[config.mk]
export PLATFORM = sky130hd
export DESIGN_NAME = addr_trap_decoder
export DESIGN_NICKNAME = d
export VERILOG_FILES = /design/src/rtl/atd_pkg.sv /design/src/rtl/atd_regfile.sv /design/src/rtl/atd_win_cmp.sv /design/src/rtl/atd_trap_ctrl.sv /design/src/rtl/addr_trap_decoder.sv
export SDC_FILE = /design/constraint.sdc
export NUM_CORES = 1
export LEC_CHECK = 0
export ABC_AREA = 1
export BUFFER_PORTS_ARGS = -buffer_cell sky130_fd_sc_hd__buf_2
export CAP_MARGIN = 20
export CORE_ASPECT_RATIO = 0.75
export CORE_MARGIN = 4
export CORE_UTILIZATION = 30
export DETAILED_ROUTE_END_ITERATION = 6
export PLACE_DENSITY = 0.48
export RECOVER_POWER = 50
export SYNTH_ARGS = -nofsm -noshare
export SYNTH_HDL_FRONTEND = slang
export SYNTH_SLANG_ARGS = --single-unit
[constraint.sdc]
create_clock -name clk -period 3.24 [get_ports clk]
set_input_delay 0.324 -clock clk [delete_from_list [all_inputs] [get_ports clk]]
set_output_delay 0.324 -clock clk [all_outputs]
set_load 0.005 [all_outputs]
[src/rtl/atd_pkg.sv]
package atd_pkg;
  localparam int ADDR_W    = 16;
  localparam int DATA_W    = 8;
  localparam int IO_MASK_W = 5;
  localparam int MEM_MASK_W = 7;
  localparam int MEM_LSB   = ADDR_W - MEM_MASK_W;

  typedef struct packed {
    logic                  mem_sel;
    logic                  wr_track;
    logic                  rd_track;
    logic [IO_MASK_W-1:0]  io_mask;
  } win_ctrl_t;
endpackage

[src/rtl/atd_regfile.sv]
module atd_regfile
  import atd_pkg::*;
#(
  parameter int NWIN  = 3,
  parameter int IDX_W = 4
) (
  input  logic                          clk,
  input  logic                          rst_ni,
  input  logic [IDX_W-1:0]              reg_idx,
  input  logic                          reg_we,
  input  logic [DATA_W-1:0]             reg_wdata,
  input  logic [NWIN-1:0]               status_i,
  output logic [DATA_W-1:0]             reg_rdata,
  output logic [NWIN-1:0][DATA_W-1:0]   ctrl_o,
  output logic [NWIN-1:0][ADDR_W-1:0]   base_o,
  output logic                          soft_we_o,
  output logic [NWIN-1:0]               status_clr_o
);
  localparam logic [IDX_W-1:0] SOFT_IDX  = IDX_W'(NWIN);
  localparam logic [IDX_W-1:0] STAT_IDX  = IDX_W'(NWIN + 1);
  localparam int               BASE_IDX0 = 2 ** (IDX_W - 1);

  logic [NWIN-1:0][DATA_W-1:0] ctrl_q, ctrl_d;
  logic [NWIN-1:0][ADDR_W-1:0] base_q, base_d;
  logic [NWIN-1:0]             ctrl_en;
  logic [NWIN-1:0]             base_lo_en, base_hi_en;

  // write decode per window
  for (genvar w = 0; w < NWIN; w++) begin : g_dec
    assign ctrl_en[w]    = reg_we && (reg_idx == IDX_W'(w));
    assign base_lo_en[w] = reg_we && (reg_idx == IDX_W'(BASE_IDX0 + 2*w));
    assign base_hi_en[w] = reg_we && (reg_idx == IDX_W'(BASE_IDX0 + 2*w + 1));
  end

  always_comb begin
    ctrl_d = ctrl_q;
    base_d = base_q;
    for (int w = 0; w < NWIN; w++) begin
      if (ctrl_en[w])    ctrl_d[w] = reg_wdata;
      if (base_lo_en[w]) base_d[w][DATA_W-1:0] = reg_wdata;
      if (base_hi_en[w]) base_d[w][ADDR_W-1:DATA_W] = reg_wdata;
    end
  end

  always_ff @(posedge clk or negedge rst_ni) begin
    if (!rst_ni) begin
      ctrl_q <= '0;
      base_q <= '0;
    end else begin
      ctrl_q <= ctrl_d;
      base_q <= base_d;
    end
  end

  always_comb begin
    reg_rdata = '0;
    if (reg_idx == STAT_IDX) reg_rdata = DATA_W'(status_i);
    for (int w = 0; w < NWIN; w++) begin
      if (reg_idx == IDX_W'(w))                  reg_rdata = ctrl_q[w];
      if (reg_idx == IDX_W'(BASE_IDX0 + 2*w))     reg_rdata = base_q[w][DATA_W-1:0];
      if (reg_idx == IDX_W'(BASE_IDX0 + 2*w + 1)) reg_rdata = base_q[w][ADDR_W-1:DATA_W];
    end
  end

  assign soft_we_o    = reg_we && (reg_idx == SOFT_IDX);
  assign status_clr_o = (reg_we && (reg_idx == STAT_IDX)) ? reg_wdata[NWIN-1:0] : '0;
  assign ctrl_o       = ctrl_q;
  assign base_o       = base_q;

  logic known_idx;
  always_comb begin
    known_idx = (reg_idx == SOFT_IDX) || (reg_idx == STAT_IDX);
    for (int w = 0; w < NWIN; w++)
      if (reg_idx == IDX_W'(w) || reg_idx == IDX_W'(BASE_IDX0 + 2*w) ||
          reg_idx == IDX_W'(BASE_IDX0 + 2*w + 1))
        known_idx = 1'b1;
  end

  // a write to a reserved index leaves every window register untouched
  p_reserved_write_ignored_r9: assert property (@(posedge clk) disable iff (!rst_ni)
    (reg_we && !known_idx) |=> ($stable(ctrl_q) && $stable(base_q)));

  // the soft-trap index always reads zero
  always_comb begin
    if (rst_ni && reg_idx == SOFT_IDX)
      p_soft_reads_zero_r7: assert (reg_rdata == '0);
  end
endmodule

[src/rtl/atd_win_cmp.sv]
module atd_win_cmp
  import atd_pkg::*;
(
  input  logic [DATA_W-1:0] ctrl_i,
  input  logic [ADDR_W-1:0] base_i,
  input  logic              bus_strobe,
  input  logic              bus_write,
  input  logic              bus_mem,
  input  logic [ADDR_W-1:0] bus_addr,
  output logic              hit_o
);
  win_ctrl_t             ctl;
  logic [ADDR_W-1:0]     diff;
  logic [ADDR_W-1:0]     io_care;
  logic [MEM_MASK_W-1:0] mem_care;
  logic                  io_hit, mem_hit, cyc_ok;

  assign ctl      = win_ctrl_t'(ctrl_i);
  assign diff     = bus_addr ^ base_i;
  assign io_care  = ~{{(ADDR_W-IO_MASK_W){1'b0}}, ctl.io_mask};
  assign mem_care = ~ctrl_i[MEM_MASK_W-1:0];

  assign cyc_ok  = bus_write ? ctl.wr_track : ctl.rd_track;
  assign io_hit  = !ctl.mem_sel && !bus_mem && cyc_ok && ((diff & io_care) == '0);
  assign mem_hit = ctl.mem_sel && bus_mem &&
                   ((diff[ADDR_W-1:MEM_LSB] & mem_care) == '0);
  assign hit_o   = bus_strobe && (io_hit || mem_hit);
endmodule

[src/rtl/atd_trap_ctrl.sv]
module atd_trap_ctrl #(
  parameter int NWIN = 3
) (
  input  logic            clk,
  input  logic            rst_ni,
  input  logic [NWIN-1:0] hit_i,
  input  logic            soft_we_i,
  input  logic [NWIN-1:0] status_clr_i,
  output logic [NWIN-1:0] status_o,
  output logic            trap_o
);
  logic [NWIN-1:0] status_q, status_d;
  logic            trap_q, trap_d;

  always_comb begin
    status_d = (status_q & ~status_clr_i) | hit_i;
    trap_d   = (|hit_i) || soft_we_i;
  end

  always_ff @(posedge clk or negedge rst_ni) begin
    if (!rst_ni) begin
      status_q <= '0;
      trap_q   <= 1'b0;
    end else begin
      status_q <= status_d;
      trap_q   <= trap_d;
    end
  end

  assign status_o = status_q;
  assign trap_o   = trap_q;

  // every window hit is recorded in status on the next cycle
  p_hit_sets_status_r8: assert property (@(posedge clk) disable iff (!rst_ni)
    (|hit_i) |=> ((status_q & $past(hit_i)) == $past(hit_i)));

  // a clear without a coincident hit leaves the bit at zero
  p_clear_wins_without_hit_r8: assert property (@(posedge clk) disable iff (!rst_ni)
    (|(status_clr_i & ~hit_i)) |=> ((status_q & $past(status_clr_i & ~hit_i)) == '0));
endmodule

[src/rtl/addr_trap_decoder.sv]
module addr_trap_decoder
  import atd_pkg::*;
#(
  parameter int NWIN  = 3,
  parameter int IDX_W = 4
) (
  input  logic                clk,
  input  logic                rst_n,
  input  logic [IDX_W-1:0]    reg_idx,
  input  logic                reg_we,
  input  logic [DATA_W-1:0]   reg_wdata,
  output logic [DATA_W-1:0]   reg_rdata,
  input  logic                bus_strobe,
  input  logic                bus_write,
  input  logic                bus_mem,
  input  logic [ADDR_W-1:0]   bus_addr,
  output logic [NWIN-1:0]     match_flags,
  output logic                trap_req
);
  logic [1:0] rst_sync_q;
  logic       rst_ni;

  always_ff @(posedge clk or negedge rst_n) begin
    if (!rst_n) rst_sync_q <= 2'b00;
    else        rst_sync_q <= {rst_sync_q[0], 1'b1};
  end
  assign rst_ni = rst_sync_q[1];

  logic [NWIN-1:0][DATA_W-1:0] ctrl;
  logic [NWIN-1:0][ADDR_W-1:0] base;
  logic [NWIN-1:0]             hit;
  logic [NWIN-1:0]             status_clr;
  logic                        soft_we;

  atd_regfile #(.NWIN(NWIN), .IDX_W(IDX_W)) u_regs (
    .clk          (clk),
    .rst_ni       (rst_ni),
    .reg_idx      (reg_idx),
    .reg_we       (reg_we),
    .reg_wdata    (reg_wdata),
    .status_i     (match_flags),
    .reg_rdata    (reg_rdata),
    .ctrl_o       (ctrl),
    .base_o       (base),
    .soft_we_o    (soft_we),
    .status_clr_o (status_clr)
  );

  for (genvar w = 0; w < NWIN; w++) begin : g_win
    atd_win_cmp u_cmp (
      .ctrl_i     (ctrl[w]),
      .base_i     (base[w]),
      .bus_strobe (bus_strobe),
      .bus_write  (bus_write),
      .bus_mem    (bus_mem),
      .bus_addr   (bus_addr),
      .hit_o      (hit[w])
    );

    // an I/O window with a disabled cycle type never hits that type
    p_io_track_gate_r3: assert property (@(posedge clk) disable iff (!rst_ni)
      (!ctrl[w][7] && bus_strobe && !bus_mem &&
       ((bus_write && !ctrl[w][6]) || (!bus_write && !ctrl[w][5]))) |-> !hit[w]);

    // space select keeps windows away from the other space
    p_space_select_r5: assert property (@(posedge clk) disable iff (!rst_ni)
      (bus_mem != ctrl[w][7]) |-> !hit[w]);
  end

  atd_trap_ctrl #(.NWIN(NWIN)) u_trap (
    .clk          (clk),
    .rst_ni       (rst_ni),
    .hit_i        (hit),
    .soft_we_i    (soft_we),
    .status_clr_i (status_clr),
    .status_o     (match_flags),
    .trap_o       (trap_req)
  );

  // no trap without a strobe or soft-trap write one cycle earlier
  p_trap_needs_cause_r6: assert property (@(posedge clk) disable iff (!rst_ni)
    (!bus_strobe && !(reg_we && reg_idx == IDX_W'(NWIN))) |=> !trap_req);

  // no strobe and no status write keeps the status byte unchanged
  p_status_quiet_r10: assert property (@(posedge clk) disable iff (!rst_ni)
    (!bus_strobe && !(reg_we && reg_idx == IDX_W'(NWIN + 1))) |=> $stable(match_flags));
endmodule

Word level (Yosys, flattened, before mapping)
Index checks and enable logic that the tools add are counted.

storage, ports and cells
  register bits = 78
  word-level logic and storage cells = 99

cells by class
  reductions and logical operators = 45
  muxes and demuxes = 14
  eq/ne operators = 10
  bitwise gates (word level) = 18

operators by type and width
  operator                                                          number
  8-bit 2-to-1 mux                                                  9
  16-bit bitwise AND                                                3
  16-bit logical NOT                                                3
  5-bit NOT with 16-bit output                                      3
  16-bit bitwise XOR                                                3
  1-bit logical AND                                                 29
  4-bit == test (second input constant)                             6
  7-bit bitwise AND                                                 3
  7-bit logical NOT                                                 3
  7-bit NOT                                                         3
  4-bit by 2-bit == test with 1-bit output (second input constant)  2
  3-bit 2-to-1 mux                                                  2
  4-bit by 1-bit == test with 1-bit output (second input constant)  1
  4-bit by 3-bit == test with 1-bit output (second input constant)  1
  1-bit logical NOT                                                 4
  4-bit logical NOT                                                 1
  1-bit logical OR                                                  4
  3-bit bitwise AND                                                 1
  1-bit 2-to-1 mux                                                  3
  3-bit NOT                                                         1
  3-bit bitwise OR                                                  1
  3-bit OR reduction                                                1

Depth between registers and ports, before layout
Gate-level depths: netlist (run 1).

  depth after elaboration = 11
  mapped depth = 10
  mapped depth without buffers = 10

By module
From an unflattened synthesis (run 1), not the netlist that was laid out.

second synthesis, totals
  cells, all modules = 760
  area, all modules = 4,999.8 um^2

modules (own cells, without submodules)
  module             cells each  sequential area each (um^2)  area an instance (um^2)  instances
  atd_regfile        417         1,801.7                      3,475.8                  1
  atd_win_cmp        107         0.0                          437.9                    3
  atd_trap_ctrl      19          100.1                        156.4                    1
  addr_trap_decoder  3           50.0                         53.8                     1

Worst setup path before layout (run 1)
Ideal clock, no wire load.

  path kind = input to output
  from = in reg_idx[2]
  to = out reg_rdata[3]
  cell stages on the path = 10
  path buffers = 1
  slack = 1.678 ns
  arrival = 1.238 ns
  cell sequence = buf_2 > inv_2 > nand2_2 > nor2_2 > nand2_1 > o211ai_1 > nor3_1 > nand3_1 > nand2_1 > nand2_1

between the ends
  cells in the longest elaborated chain, start to end = 10

ends and longest elaborated chain
  what                RTL line                 text
  start, declared     addr_trap_decoder.sv:9   input logic [IDX_W-1:0] reg_idx,
  4-bit logical NOT   atd_regfile.sv:59        if (reg_idx == IDX_W'(w)) reg_rdata = ctrl_q[w];
  8-bit 2-to-1 mux    atd_regfile.sv:59
  8-bit 2-to-1 mux    atd_regfile.sv:60        if (reg_idx == IDX_W'(BASE_IDX0 + 2*w)) reg_rdata = base_q[w][DATA_W-1:0];
  8-bit 2-to-1 mux    atd_regfile.sv:61        if (reg_idx == IDX_W'(BASE_IDX0 + 2*w + 1)) reg_rdata = base_q[w][ADDR_W-1:DATA_W];
  8-bit 2-to-1 mux    atd_regfile.sv:59
  8-bit 2-to-1 mux    atd_regfile.sv:60
  8-bit 2-to-1 mux    atd_regfile.sv:61
  8-bit 2-to-1 mux    atd_regfile.sv:59
  8-bit 2-to-1 mux    atd_regfile.sv:60
  8-bit 2-to-1 mux *  atd_regfile.sv:61
  end, declared       addr_trap_decoder.sv:12  output logic [DATA_W-1:0] reg_rdata,

Every way passes the cells marked *; elsewhere a longest branch is shown, timed or not.

==> impl_metrics.env, run 1 <==
export IMPL_outcome="finished with violations"
export IMPL_failed_checks="max-capacitance violations, max-slew violations"
export IMPL_worst_r2r_cell_count=1
export IMPL_share_clk_of_total_power_pct=36.1
export IMPL_dieWidth_microns=151.0
export IMPL_path_delay_family="buffers and inverters"
export IMPL_finalSetupViolCount=0
export IMPL_h_tree_depth=3
export IMPL_cts_num_sinks=78
export IMPL_n_antenna_cell=0
export IMPL_synth_seq_cells=78
export IMPL_synth_area_leader_cell="sky130_fd_sc_hd__dfrtp_1"
export IMPL_fp_dieArea_sq_um=17410
export IMPL_clk_insertion_delay_late_ps=350
export IMPL_multi_input_area_sq_um=2271
export IMPL_vias=4626
export IMPL_number_of_global_route_vias_before_repair=4203
export IMPL_globalplace_congestion=0.9694
export IMPL_syn_avg_cell_area_sq_um=6.539
export IMPL_cts_tree="done"
export IMPL_timing_worst_setup_path_type="register to async pin"
export IMPL_timing_critical_path_cells="clkbuf_2"
export IMPL_postCtsSetupRepairBufs=0
export IMPL_max_cap_viol_count=1
export IMPL_seq_area_frac_synth_pct=42.40
export IMPL_grt_total_usage_pct=20.28
export IMPL_global_route_wire_length_before_repair_microns=25940
export IMPL_worstPathMaxFanout=69
export IMPL_yosys_top_cells_area="sky130_fd_sc_hd__dfrtp_1, sky130_fd_sc_hd__nand2_1, sky130_fd_sc_hd__o21ai_1"
export IMPL_seq_area_sq_um=1952
export IMPL_power_report_internal_total_mw=2.186
export IMPL_aggregate_routed_wire_length_microns=17080
export IMPL_routedWlPerCell_microns=17.86
export IMPL_worstPathRequired_ps=3360
export IMPL_dp_final_hpwl_microns=13110
export IMPL_port_buffers=45
export IMPL_worst_hold_path_type="register to async pin"
export IMPL_floorplan_io_pins=46
export IMPL_final_antenna_net_count=0
export IMPL_power_switching_mw=1.143
export IMPL_period_minus_slack_ps=2173
export IMPL_net_count_of_the_mapped_netlist=738
export IMPL_reg2reg_to="u_regs.ctrl_o[2]$_DFFE_PN0P_"
export IMPL_total_leakage_power_nw=2.782
export IMPL_synth_cell_area_sq_um=4603
export IMPL_chipHeight_microns=115.3
export IMPL_pwr_share_seq_pct=42.5
export IMPL_maxSlewHeadroom_pct=-18.81
export IMPL_arrival_ps=2290
export IMPL_critPathBufInv=1
export IMPL_grt_max_degree=77
export IMPL_initial_core_utilization_pct=31.23
export IMPL_post_route_setup_tns_ps=0
export IMPL_worst_path_max_delay_cell="sky130_fd_sc_hd__clkbuf_2"
export IMPL_grt_antenna_before_repair=0
export IMPL_worst_ir_drop_vdd_uv=360.4
export IMPL_core_area_sq_um=14740
export IMPL_report_final_hold_viol_count=0
export IMPL_drcViolationCount=0
export IMPL_timing_clock_skew_ps=7.252
export IMPL_timing_final_crit_share_pct=67.07
export IMPL_drv_slew=70
export IMPL_rsz0062_at_grt="no"
export IMPL_cts_buffer_depth=2
export IMPL_yosysWarnings=0
export IMPL_dr_first_iter_drc_count=379
export IMPL_endpoint_kind="async pin"
export IMPL_post_synth_num_cell_types=25
export IMPL_switching_share_pct=34.34
export IMPL_critPathLaunchType="register"
export IMPL_layout_cells_most_common_list="sky130_fd_sc_hd__nand2_1, sky130_fd_sc_hd__dfrtp_1, sky130_fd_sc_hd__inv_1, sky130_fd_sc_hd__o21ai_1, sky130_fd_sc_hd__nor2_1"
export IMPL_timing_worst_slew_pin_value_ps=1782
export IMPL_power_density_nw_per_um2=618.5
export IMPL_num_nets_final=785
export IMPL_num_fill_cells=1642
export IMPL_max_freq_mhz=460.2
export IMPL_critical_path_reg2reg_startpoint="rst_sync_q[1]$_DFF_PN0_"
export IMPL_comb_power_share_pct=21.4
export IMPL_timing_critical_path_slowest_cell_delay_ps=1360
export IMPL_cts_made_buffers=9
export IMPL_ctsRootBufferMaster="sky130_fd_sc_hd__clkbuf_16"
export IMPL_drive_gt1_share_pct=11.38
export IMPL_cell_rows=38
export IMPL_total_power_mw=3.329
export IMPL_syn_to_final_growth_pct=16.93
export IMPL_grt_overflow_total=0
export IMPL_viasPerCell=4.839
export IMPL_drt_first_pass_iters=5
export IMPL_syn_inst=704
export IMPL_synth_largest_type_area_fraction_pct=42.40
export IMPL_leading_cell_type_in_the_layout_fill_and_taps_excluded="sky130_fd_sc_hd__nand2_1"
export IMPL_cts_reportedPaths_clkPinSlew_ps=70
export IMPL_regToRegSetupSlack_ps=1070
==> power by group through the flow <==
| stage | combinational [mW] | sequential (mW) | clock (mW) |
|---|---|---|---|
| 2_1_floorplan | 0.480 | 1.33 | 0 |
| 4_1_cts | 0.692 | 1.43 | 1.22 |
| 5_1_grt | 0.821 | 1.44 | 1.26 |
| 6_report | 0.713 | 1.41 | 1.20 |
| 3_3_place_gp | 0.679 | 1.44 | 0 |
| 3_5_place_dp | 0.689 | 1.44 | 0 |
==> what timing repair did <==
item	in CTS	in global routing
endpoints found under the hold margin	2	0
hold buffers	1	0
resized for setup	0	0
endpoints found under the setup margin	0	0
==> metal layers <==
metal | track usage (%) | up-vias | share of wire [%]
met3 | 3.625 | 19 | 6.1
met1 | 32.14 | 2173 | 52
met4 | 3.925 | 0 | 1.1
met5 | 0 | - | 0
met2 | 28.69 | 148 | 41
li1 | - | 2286 | -
==> registers in the layout, summed over array words and instances, names as in the netlist <==
name / flops
rst_sync_q: 2
u_regs.base_o: 48
u_regs.ctrl_o: 24
u_trap.trap_o: 1
u_trap.status_o: 3
==> logic make-up after synthesis <==
family                 count (synthesis)  share of synthesized area (%)
AO/OA/AOI/OAI                        101                          11.23
AND/OR/NAND/NOR                      422                          37.27
flip-flops                            78                          42.40
buffers and inverters                 98                          8.263
other                                  1                        0.08147
XOR/XNOR                               4                         0.7610
==> per-stage QoR <==
step / worst slack [ps] / hold slack [ps] / utilization [%] / area [sq um] / cells
3_3_place_gp: 1321 / 109.5 / 34.12 / 5029 / 938
3_5_place_dp: 1339 / 111.8 / 34.12 / 5029 / 938
6_report: 1067 / 137.7 / 36.52 / 5383 / 956
5_1_grt: 623.7 / 159.4 / 36.52 / 5383 / 956
2_1_floorplan: 906.8 / 28.41 / - / 4603 / 704
4_1_cts: 1289 / 237.8 / 36.54 / 5385 / 955
==> cells in the mapped netlist, drive strengths merged <==
master / instances
o21ai: 93
o22ai: 1
buf: 11
o211ai: 2
o21bai: 2
or2: 2
a21oi: 3
nand3b: 1
nand2: 300
xnor2: 4
nand4: 11
inv: 87
dfrtp: 78
nor2: 79
conb: 1
nand3: 26
nor3: 3
==> worst max-delay path by stage <==
stage	startpoint	to	slack, ps	cells after the start
floorplan	rst_sync_q[1]$_DFF_PN0_	u_regs.base_o[0]$_DFFE_PN0P_	910	0
global placement	reg_idx[2]	reg_rdata[3]	1320	11
detailed placement	reg_idx[2]	reg_rdata[3]	1340	11
CTS	u_regs.ctrl_o[1]$_DFFE_PN0P_	reg_rdata[1]	1290	7
global route	rst_sync_q[1]$_DFF_PN0_	u_regs.ctrl_o[3]$_DFFE_PN0P_	620	1
finish	rst_sync_q[1]$_DFF_PN0_	u_regs.ctrl_o[2]$_DFFE_PN0P_	1070	1
==> cell type report <==
cell class	instances	area share (%)
multi-input cells	528	42.19
flip-flops and latches	78	36.26
inverters	87	6.067
well taps	200	4.649
repair buffers	47	4.393
clock buffers	9	4.184
clock inverters	7	2.255
Power figures use the tool's default switching activity.
==> run 2: changes to the inputs <==
--- a/config.mk
+++ b/config.mk
@@ -5,14 +5,14 @@
 export SDC_FILE = /design/constraint.sdc
 export NUM_CORES = 1
 export LEC_CHECK = 0
-export ABC_AREA = 1
+export ABC_AREA = 0
 export BUFFER_PORTS_ARGS = -buffer_cell sky130_fd_sc_hd__buf_2
 export CAP_MARGIN = 20
 export CORE_ASPECT_RATIO = 0.75
 export CORE_MARGIN = 4
 export CORE_UTILIZATION = 30
 export DETAILED_ROUTE_END_ITERATION = 6
-export PLACE_DENSITY = 0.48
+export PLACE_DENSITY = 0.5
 export RECOVER_POWER = 50
 export SYNTH_ARGS = -nofsm -noshare
 export SYNTH_HDL_FRONTEND = slang
==> constraint.sdc (replaced) <==
create_clock -name clk -period 1.8 [get_ports clk]
set_input_delay 0.18 -clock clk [delete_from_list [all_inputs] [get_ports clk]]
set_output_delay 0.18 -clock clk [all_outputs]
set_load 0.005 [all_outputs]
==> impl_metrics.env, run 2 <==
export IMPL_drv_slew=0
export IMPL_maxSlewHeadroom_pct=13.82
export IMPL_globalplace_congestion=0.9271
export IMPL_synth_seq_cells=78
export IMPL_power_switching_mw=2.030
export IMPL_outcome="finished with violations"
export IMPL_dieWidth_microns=149.6
export IMPL_post_synth_mux_area_share_pct=22.05
export IMPL_num_fill_cells=1469
export IMPL_cts_num_sinks=78
export IMPL_floorplan_io_pins=46
export IMPL_syn_inst=390
export IMPL_chipHeight_microns=114.2
export IMPL_initial_core_utilization_pct=30.91
export IMPL_worst_ir_drop_vdd_uv=462.4
export IMPL_comb_power_share_pct=28.9
export IMPL_rsz0062_at_grt="yes"
export IMPL_synth_xor_xnor_area_share_pct=9.318
export IMPL_worstPathRequired_ps=1620
export IMPL_global_route_wire_length_before_repair_microns=24880
export IMPL_synthMostInstantiatedCell="sky130_fd_sc_hd__mux2_2"
export IMPL_worstPathMaxFanout=2
export IMPL_max_cap_viol_count=0
export IMPL_layout_cells_most_common_list="sky130_fd_sc_hd__mux2_2, sky130_fd_sc_hd__dfrtp_1, sky130_fd_sc_hd__buf_4, sky130_fd_sc_hd__xnor2_1, sky130_fd_sc_hd__buf_2"
export IMPL_max_freq_mhz=509.1
export IMPL_critPathBufInv=1
export IMPL_yosysWarnings=0
export IMPL_max_reg_flops=48
export IMPL_pwr_share_seq_pct=40.5
export IMPL_arrival_ps=1780
export IMPL_critical_path_reg2reg_startpoint="u_regs.base_o[11]$_DFFE_PN0P_"
export IMPL_finalHoldWorstSlack_ps=150.7
export IMPL_n_antenna_cell=0
export IMPL_timing_worst_slew_pin_value_ps=1293
export IMPL_clk_insertion_delay_late_ps=340
export IMPL_synth_top_family_by_area="multiplexers"
export IMPL_port_buffers=45
export IMPL_grt_max_degree=47
export IMPL_cell_rows=38
export IMPL_share_clk_of_total_power_pct=30.6
export IMPL_cts_reportedPaths_clkPinSlew_ps=60
export IMPL_path_delay_family="multiplexers"
export IMPL_vias=3732
export IMPL_h_tree_depth=3
export IMPL_post_synth_num_cell_types=52
export IMPL_core_area_sq_um=14600
export IMPL_fp_dieArea_sq_um=17090
export IMPL_syn_avg_cell_area_sq_um=11.57
export IMPL_grt_antenna_before_repair=0
export IMPL_cts_buffer_depth=2
export IMPL_ctsRootBufferMaster="sky130_fd_sc_hd__clkbuf_16"
export IMPL_timing_final_crit_share_pct=109.1
export IMPL_leading_cell_type_in_the_layout_fill_and_taps_excluded="sky130_fd_sc_hd__mux2_2"
export IMPL_synth_cell_area_sq_um=4512
export IMPL_synth_area_leader_cell="sky130_fd_sc_hd__dfrtp_1"
export IMPL_dr_first_iter_drc_count=258
export IMPL_timing_critical_path_slowest_cell_delay_ps=460
export IMPL_drt_first_pass_iters=4
export IMPL_post_synth_and_or_nand_nor_area_fraction_pct=11.59
export IMPL_fin_area_sq_um=5816
export IMPL_post_synth_fa_ha_maj_area_fraction_pct=0
export IMPL_synth_edf_count=0
export IMPL_critPathLaunchType="register"
export IMPL_yosys_top_cells_area="sky130_fd_sc_hd__dfrtp_1, sky130_fd_sc_hd__mux2_2, sky130_fd_sc_hd__xnor2_1"
export IMPL_cts_tree="done"
export IMPL_dpl_cell_area_sq_um=5315
export IMPL_layout_setup_ws_ps=-164.2
export IMPL_final_antenna_net_count=0
export IMPL_share_of_the_synthesized_area_in_compound_gates_ao_oa_aoi_oai_pct=9.928
export IMPL_grt_overflow_total=0
export IMPL_aggregate_routed_wire_length_microns=16330
export IMPL_report_final_hold_viol_count=0
export IMPL_routedWlPerCell_microns=23.26
export IMPL_drive_gt1_share_pct=48.41
export IMPL_worst_hold_path_type="input pin to async pin"
export IMPL_worst_path_max_delay_cell="sky130_fd_sc_hd__mux4_2"
export IMPL_syn_to_final_growth_pct=28.90
export IMPL_power_density_nw_per_um2=1107
export IMPL_timing_worst_setup_path_type="register to output port"
export IMPL_crit_start="u_regs.base_o[12]$_DFFE_PN0P_"
export IMPL_drcViolationCount=0
export IMPL_finalSetupViolCount=3
export IMPL_number_of_global_route_vias_before_repair=3891
export IMPL_viasPerCell=5.316
export IMPL_period_minus_slack_ps=1964
export IMPL_seq_area_frac_synth_pct=43.26
export IMPL_endpoint_kind="output port"
export IMPL_power_report_internal_total_mw=4.407
export IMPL_synth_top_flop_cell="sky130_fd_sc_hd__dfrtp_1"
export IMPL_num_nets_final=531
export IMPL_timing_critical_path_cells="mux4_2, nor3b_4, a2111oi_2, o21ai_1, buf_2"
export IMPL_post_synth_most_frequent_cells="sky130_fd_sc_hd__mux2_2, sky130_fd_sc_hd__dfrtp_1, sky130_fd_sc_hd__xnor2_1"
export IMPL_cts_made_buffers=9
export IMPL_timing_clock_skew_ps=4.817
export IMPL_switching_share_pct=31.54
export IMPL_asyncSetResetFlopFracSynth_pct=100.0
export IMPL_failed_checks="negative setup slack"
export IMPL_grt_total_usage_pct=19.86
export IMPL_total_leakage_power_nw=2.464
export IMPL_synth_largest_type_area_fraction_pct=43.26
export IMPL_net_count_of_the_mapped_netlist=424
export IMPL_dp_final_hpwl_microns=12660
## run 2: worst register-to-register path: stages (launching register included)
cell                      delay, ps
sky130_fd_sc_hd__dfrtp_1        380
sky130_fd_sc_hd__buf_4          140
sky130_fd_sc_hd__xnor2_1        350
sky130_fd_sc_hd__nand4_1        140
sky130_fd_sc_hd__nor4_1         260
sky130_fd_sc_hd__a31oi_1        160
sky130_fd_sc_hd__nand4_1        160
## run 2: worst paths after layout
kind                                                 end  slack [ps]  cells after the start
max                                         reg_rdata[4]        -160                      5
min                              rst_sync_q[1]$_DFF_PN0_         150                      2
max reg2reg                      u_trap.trap_o$_DFF_PN0_         120                      6
min reg2reg                      rst_sync_q[1]$_DFF_PN0_         360                      0
max in group asynchronous  u_regs.ctrl_o[10]$_DFFE_PN0P_         270                      1
min in group clk           u_regs.base_o[21]$_DFFE_PN0P_         160                      3
## run 2: what timing repair did
action                                 in CTS  in global routing
setup buffers                              11                  2
pin swaps                                   9                  1
resized for setup                          13                 13
setup endpoints to repair                   7                  9
hold buffers                                1                  0
endpoints found under the hold margin       2                  0
## run 2: per-stage QoR
step                power [mW]  TNS [ps]  instances  utilization (%)  worst slack, ps
finish                   6.437    -260.0        702            39.84           -164.2
detailed placement       4.308    -269.4        672            36.41           -85.90
global route             6.742     -1321        702            39.84           -317.0
CTS                      6.408    -498.9        700            39.41           -289.1
global placement         4.293    -242.0        672            36.41           -85.01
floorplan                3.537         0        390                -            270.8
## run 2: routing by layer
metal	up-vias	track usage (%)	part of all wire [%]
met5	-	0	0
met3	18	5.303	7.8
met4	0	3.902	1.1
met2	155	28.31	42
met1	1905	30.20	49
li1	1654	-	-
## run 2: power groups by stage
stage	clock network, mW	registers [mW]	logic, mW
final	1.97	2.61	1.86
after floorplan	0	2.50	1.03
after detailed placement	0	2.68	1.63
after CTS	2.01	2.60	1.80
after global routing	2.09	2.66	2.00
after global placement	0	2.67	1.62
## run 2: kinds of logic (layout without fill, tap and decap cells)
kind of cell,after synthesis,count (layout)
buf+inv,21,133
other cells,1,1
xor+xnor,48,48
mux,88,88
compound gates,68,68
flops,78,78
simple gates,86,86
## run 2: cell type report
class / count / area, sq um / share of cell area, %
clock buffers: 12 / 246.5 / 4.238
clock inverters: 4 / 70.07 / 1.205
inverters: 1 / 3.754 / 0.06454
multi-input cells: 291 / 2472 / 42.51
flip-flops and latches: 78 / 1957 / 33.65
well taps: 200 / 250.2 / 4.303
repair buffers: 116 / 815.8 / 14.03
